**src/rtl/pseq_pkg.sv**
```systemverilog
// Shared types for the pattern sequencer.
package pseq_pkg;
    typedef enum logic {
        MODE_LOAD = 1'b0,
        MODE_PLAY = 1'b1
    } pseq_mode_e;
endpackage

```
**src/rtl/pseq_rate_gen.sv**
```systemverilog
// Clock-enable divider: raises tick for one clock every rate_tc+1 clocks while
// run is high. Assumes rate_tc is held steady during playback; a smaller value
// written mid-count takes effect at once because the compare is >=.
module pseq_rate_gen #(
    parameter int DIV_W = 24
) (
    input  logic             clk,
    input  logic             rst_n,
    input  logic             run,
    input  logic [DIV_W-1:0] rate_tc,
    output logic             tick
);
    logic [DIV_W-1:0] cnt_q;

    assign tick = run && (cnt_q >= rate_tc);

    // Count up while running; restart after each tick and whenever stopped.
    always_ff @(posedge clk) begin
        if (!rst_n || !run || tick) cnt_q <= '0;
        else                        cnt_q <= cnt_q + 1'b1;
    end
endmodule

```
**src/rtl/pseq_step_ctr.sv**
```systemverilog
// Playback address counter. Held at zero while not running, so it always
// starts from zero on play entry. Advances on step and wraps naturally.
module pseq_step_ctr #(
    parameter int ADDR_W = 4
) (
    input  logic              clk,
    input  logic              rst_n,
    input  logic              run,
    input  logic              step,
    output logic [ADDR_W-1:0] idx
);
    // Clear on reset or outside play, otherwise advance on each step.
    always_ff @(posedge clk) begin
        if (!rst_n || !run) idx <= '0;
        else if (step)      idx <= idx + 1'b1;
    end
endmodule

```
**src/rtl/pseq_store.sv**
```systemverilog
// Small register-file table with one write port and one registered read port.
// Reads return the contents from before a same-edge write. All rows clear on
// reset.
module pseq_store #(
    parameter int DATA_W = 4,
    parameter int ADDR_W = 4
) (
    input  logic              clk,
    input  logic              rst_n,
    input  logic              we,
    input  logic [ADDR_W-1:0] waddr,
    input  logic [DATA_W-1:0] wdata,
    input  logic [ADDR_W-1:0] raddr,
    output logic [DATA_W-1:0] rdata_q
);
    localparam int DEPTH = 1 << ADDR_W;

    logic [DATA_W-1:0] rows [DEPTH];

    for (genvar g = 0; g < DEPTH; g++) begin : g_row
        logic [DATA_W-1:0] row_q;
        // Capture write data when this row is addressed.
        always_ff @(posedge clk) begin
            if (!rst_n)                            row_q <= '0;
            else if (we && waddr == ADDR_W'(g))    row_q <= wdata;
        end
        assign rows[g] = row_q;
    end

    // Register the selected row as the output word.
    always_ff @(posedge clk) begin
        if (!rst_n) rdata_q <= '0;
        else        rdata_q <= rows[raddr];
    end
endmodule

```
**src/rtl/pattern_seq_top.sv**
```systemverilog
// Memory-backed pattern sequencer. In load mode the manual address selects the
// table entry and the strobe writes. In play mode a divided step counter walks
// the table. Outputs are the registered word and a converter code with that
// word left-justified.
module pattern_seq_top #(
    parameter int DATA_W = 4,
    parameter int ADDR_W = 4,
    parameter int DIV_W  = 24,
    parameter int DAC_W  = 8
) (
    input  logic              clk,
    input  logic              rst_n,
    input  logic              play_mode,
    input  logic [ADDR_W-1:0] man_addr,
    input  logic [DATA_W-1:0] wr_data,
    input  logic              wr_strobe,
    input  logic [DIV_W-1:0]  rate_tc,
    output logic [DATA_W-1:0] word_out,
    output logic [DAC_W-1:0]  dac_code
);
    import pseq_pkg::*;

    localparam int PAD_W = (DAC_W > DATA_W) ? DAC_W - DATA_W : 1;

    pseq_mode_e        mode;
    logic              run;
    logic              step_tick;
    logic [ADDR_W-1:0] step_idx;
    logic [ADDR_W-1:0] rd_addr;
    logic              wr_en;

    assign mode    = pseq_mode_e'(play_mode);
    assign run     = (mode == MODE_PLAY);
    assign rd_addr = run ? step_idx : man_addr;
    assign wr_en   = wr_strobe && (mode == MODE_LOAD);

    pseq_rate_gen #(.DIV_W(DIV_W)) u_rate (
        .clk     (clk),
        .rst_n   (rst_n),
        .run     (run),
        .rate_tc (rate_tc),
        .tick    (step_tick)
    );

    pseq_step_ctr #(.ADDR_W(ADDR_W)) u_ctr (
        .clk   (clk),
        .rst_n (rst_n),
        .run   (run),
        .step  (step_tick),
        .idx   (step_idx)
    );

    pseq_store #(.DATA_W(DATA_W), .ADDR_W(ADDR_W)) u_store (
        .clk     (clk),
        .rst_n   (rst_n),
        .we      (wr_en),
        .waddr   (man_addr),
        .wdata   (wr_data),
        .raddr   (rd_addr),
        .rdata_q (word_out)
    );

    if (DAC_W > DATA_W) begin : g_dac_pad
        logic [PAD_W-1:0] pad;
        assign pad      = '0;
        assign dac_code = {word_out, pad};
    end else begin : g_dac_trunc
        assign dac_code = word_out[DATA_W-1 -: DAC_W];
    end
endmodule

```
**config.mk**
```make
export PLATFORM = sky130hd
export DESIGN_NAME = pattern_seq_top
export DESIGN_NICKNAME = d
export VERILOG_FILES = /design/src/rtl/pseq_pkg.sv /design/src/rtl/pseq_rate_gen.sv /design/src/rtl/pseq_step_ctr.sv /design/src/rtl/pseq_store.sv /design/src/rtl/pattern_seq_top.sv
export SDC_FILE = /design/constraint.sdc
export NUM_CORES = 1
export LEC_CHECK = 0
export BUFFER_PORTS_ARGS = -buffer_cell sky130_fd_sc_hd__buf_4
export CAP_MARGIN = 10
export CELL_PAD_IN_SITES_DETAIL_PLACEMENT = 1
export CELL_PAD_IN_SITES_GLOBAL_PLACEMENT = 2
export CORE_MARGIN = 10
export CORE_UTILIZATION = 38
export DETAILED_ROUTE_END_ITERATION = 16
export GPL_ROUTABILITY_DRIVEN = 0
export PLACE_DENSITY = 0.8
export RECOVER_POWER = 25
export SLEW_MARGIN = 5
export SYNTH_ARGS = -nofsm -noshare
export SYNTH_HDL_FRONTEND = slang
export SYNTH_HIERARCHICAL = 1
export SYNTH_SLANG_ARGS = --single-unit
```
**constraint.sdc**
```tcl
create_clock -name clk -period 2.9 [get_ports clk]
set_input_delay 0.58 -clock clk [delete_from_list [all_inputs] [get_ports clk]]
set_output_delay 0.58 -clock clk [all_outputs]
set_load 0.02 [all_outputs]
```
==> summary.md <==
| Metric | Value |
|---|---|
| Syn avg cell area | `between 9 and 10 µm²` |
| Leakage | `2.34 nW` |
| Final WS setup | `0.485 ns` |
| Root Buffer | `clkbuf_16` |
| Crit end category | `flip-flop` |
| CTS sink cnt | `96` |
| Post-synthesis register bit count | `96` |
| Initial antenna violation count | `0` |
| Post-Route Skew | `0.00639 ns` |
| Synth unique cells | `50` |
| Clock buffer depth | `2` |
| Most frequent cells in the layout | `96 x dfxtp_1, 65 x nand2_1, 43 x o21ai_0` |
| Unrepaired setup endpoints after global routing | `no` |
| Worst path bufs/invs | `2` |
| Htree depth | `3` |
| Total area of multi-input combinational cells | `slightly above 0.003 mm²` |
| Post-synth EDFFs | `0` |
| Synth Cell Area | `0.00535 mm²` |
| Vias per cell | `~5.3` |
| Critical path cell sequence | `clkbuf_1 > and2b_1 > nor3b_1 > clkbuf_1 > nor2b_1 > mux2i_1 > nor2b_1` |
| Drt drc | `0` |
| Max-Cap Viols | `0` |
| Reg area | `0.00192 mm²` |
| Max-slew headroom | `51.2%` |
| Die W | `~140 µm` |
| Vias in the first global route | `4546` |
| Share of cells above drive strength 1 | `16.8%` |
| Routed WL | `14300 µm` |
| Setup violations, final | `0` |
| CTS clk-pin slew, worst paths | `approximately 0.06 ns` |
| Hold crit path type | `reg2reg` |
| Syn Inst Count | `582` |
| Endpoints failing hold | `0` |
| Inserted Clock Buffers | `9` |
| Commonest non-fill, non-tap cell in the layout | `dfxtp_1` |
| Ys Warns | `6` |
| Final Cycle Share | `83.3%` |
| Largest net degree at the start of global routing | `between 40 and 50` |
| Status | `complete, no violations` |
| Total track usage | `14.7%` |
| Synth Flop Type | `dfxtp_1` |
| CP max-delay cell | `nor2b_1` |
| DPL Wire Length | `10300 µm` |
| Drt wl/cell | `18.1 µm` |
| Actual slew at the worst max-slew pin | `0.732 ns` |
| Nets@finish | `672` |
| VDD IR-drop max | `0.193 mV` |
| Place WS | `0.304 ns` |
| Delay-heaviest family, CP | `simple AND/OR/NAND/NOR gates` |
| Slowest cell delay on critical path | `0.54 ns` |
| Critical path launch point type | `input port` |
| Synth area leader | `dfxtp_1` |
| Via count | `4218` |
| Chip Height | `139 µm` |
| Initial Utilization | `~39%` |
| I/O Buffers | `43` |
| Synth-to-Final Area Change | `12.5%` |
| Antenna-violating nets left | `0` |
| Initial drt markers | `302` |
| Crit path DAT | `roughly 2.7 ns` |
| CP required | `3.13 ns` |
| Layout Utilization | `a little over two fifths` |
| Sequential share of the synthesized area | `35.9%` |
| WS Path Type | `in2reg` |
| CTS tree | `yes` |
| Synth top area cells | `dfxtp_1 36%, mux2i_1 7.1%, ha_1 6.1%` |
| Global-route wire length before repair | `23600 µm` |
| # hold bufs at CTS | `0` |
| Max Clock Freq | `414 MHz` |
| Latest clock arrival within the worst-skew pair | `0.34 ns` |
| Pre-antenna DRT Iters | `4` |
| Max-slew violations | `0` |
| CP max FO | `11` |
| Row count | `43` |
| Fin crit period | `approximately 2.4 ns` |
| Final setup TNS | `0 ns` |
| Remaining Overflow, GRT | `0` |
| FFs w/ async S/R, synth | `0%` |
| Post-cts resize count | `0` |
| Power Dens Cells | `approximately 470 mW/mm²` |
| Core area | `roughly 0.014 mm²` |
| Layout fillers | `roughly 1600` |
| Die footprint | `0.0192 mm²` |
| Share of the synthesized area in the top cell type | `35.9%` |
| Setup Fix Bufs, Post-CTS | `0` |
| Diode count | `0` |
| Ports | `48` |
==> cell usage after synthesis (3+ instances only) <==
cell type  number
dfxtp_1        96
nand2_1        65
o21ai_0        43
a21boi_0       40
mux2i_1        38
nor2b_1        33
inv_1          27
ha_1           26
nor2_1         22
nor3_2         22
clkbuf_1       19
xnor2_1        17
a21oi_1        14
nand3_1        14
buf_4          12
mux4_2         10
nand4_1        10
nor3_1          9
nand2b_1        7
mux2_2          6
xor2_1          6
and3_1          4
buf_2           4
nand3b_1        4
buf_6           3
clkbuf_2        3
or3_1           3
==> worst reg2reg max path: stages, from the launching register on <==
cell	delay [ns]
dfxtp_1	0.43
ha_1	0.29
a21oi_1	0.15
o21ai_0	0.14
a221oi_1	0.56
a21boi_0	0.19
buf_4	0.20
a21bo_2	0.19
a21oi_1	0.11
==> final timing paths <==
kind	from	to	slack (ns)	cells past startpoint
hold reg to reg	u_store/g_row[15].row_q[2]	u_store/g_row[15].row_q[2]	0.48	2
setup / recovery	play_mode	u_store/g_row[3].row_q[3]	0.48	7
hold / removal	u_store/g_row[15].row_q[2]	u_store/g_row[15].row_q[2]	0.48	2
setup reg to reg	u_rate/cnt_q[19]	u_ctr/idx[2]	0.57	8
==> layer usage <==
metal / track usage [%] / vias to the layer above / routed length (µm)
met3: 2.43 / 12 / 393
met2: 23.5 / 60 / 6650
li1: - / 2068 / -
met1: 19.8 / 2078 / 7140
met5: 0 / - / 0
met4: 4.50 / 0 / 165
==> registers in the layout, indices dropped and copies added, names as in the netlist <==
register             cells
u_store/rdata_q          4
u_ctr/idx                4
u_store/g_row.row_q     64
u_rate/cnt_q            24
==> through the flow <==
| step | cells | area [µm²] | power [W] | hold WS (ns) |
|---|---|---|---|---|
| floorplan | 585 | 5360 | 0.00153 | 0.441 |
| global placement | 779 | 5780 | 0.00162 | 0.458 |
| detailed placement | 779 | 5780 | 0.00162 | 0.473 |
| CTS | 794 | 6080 | 0.00284 | 0.483 |
| global route | 794 | 6020 | 0.00291 | 0.514 |
| finish | 794 | 6020 | 0.00280 | 0.483 |
==> report_power, final <==
part	total (W)	switching (W)	internal, W
clock	0.00122	0.000524	0.000691
combinational	0.000249	0.000149	0.0000999
sequential	0.00134	0.00000679	0.00133
==> layout make-up <==
class                   instances  share of cell area (%)
multi-input cells             421                    51.4
inverters                      27                    1.68
clock buffers                  11                    4.03
well taps                     180                    3.74
clock inverters                 4                   0.915
repair buffers                 55                    6.26
flip-flops and latches         96                    31.9
==> cells by family (layout without fill, tap and decap cells) <==
family                     after synthesis  after routing  share of synthesized area, %
and+or+nand+nor                        205            205                          22.3
xor gates and xnor gates                23             23                          3.77
buffers and inverters                   68             97                          6.20
AOI/OAI and AO/OA                      109            109                          13.0
adders and majority gates               26             26                          6.08
muxes                                   54             54                          12.6
other                                    1              4                        0.0701
DFF                                     96             96                          35.9
No activity file was read; power rests on OpenSTA's default activity.
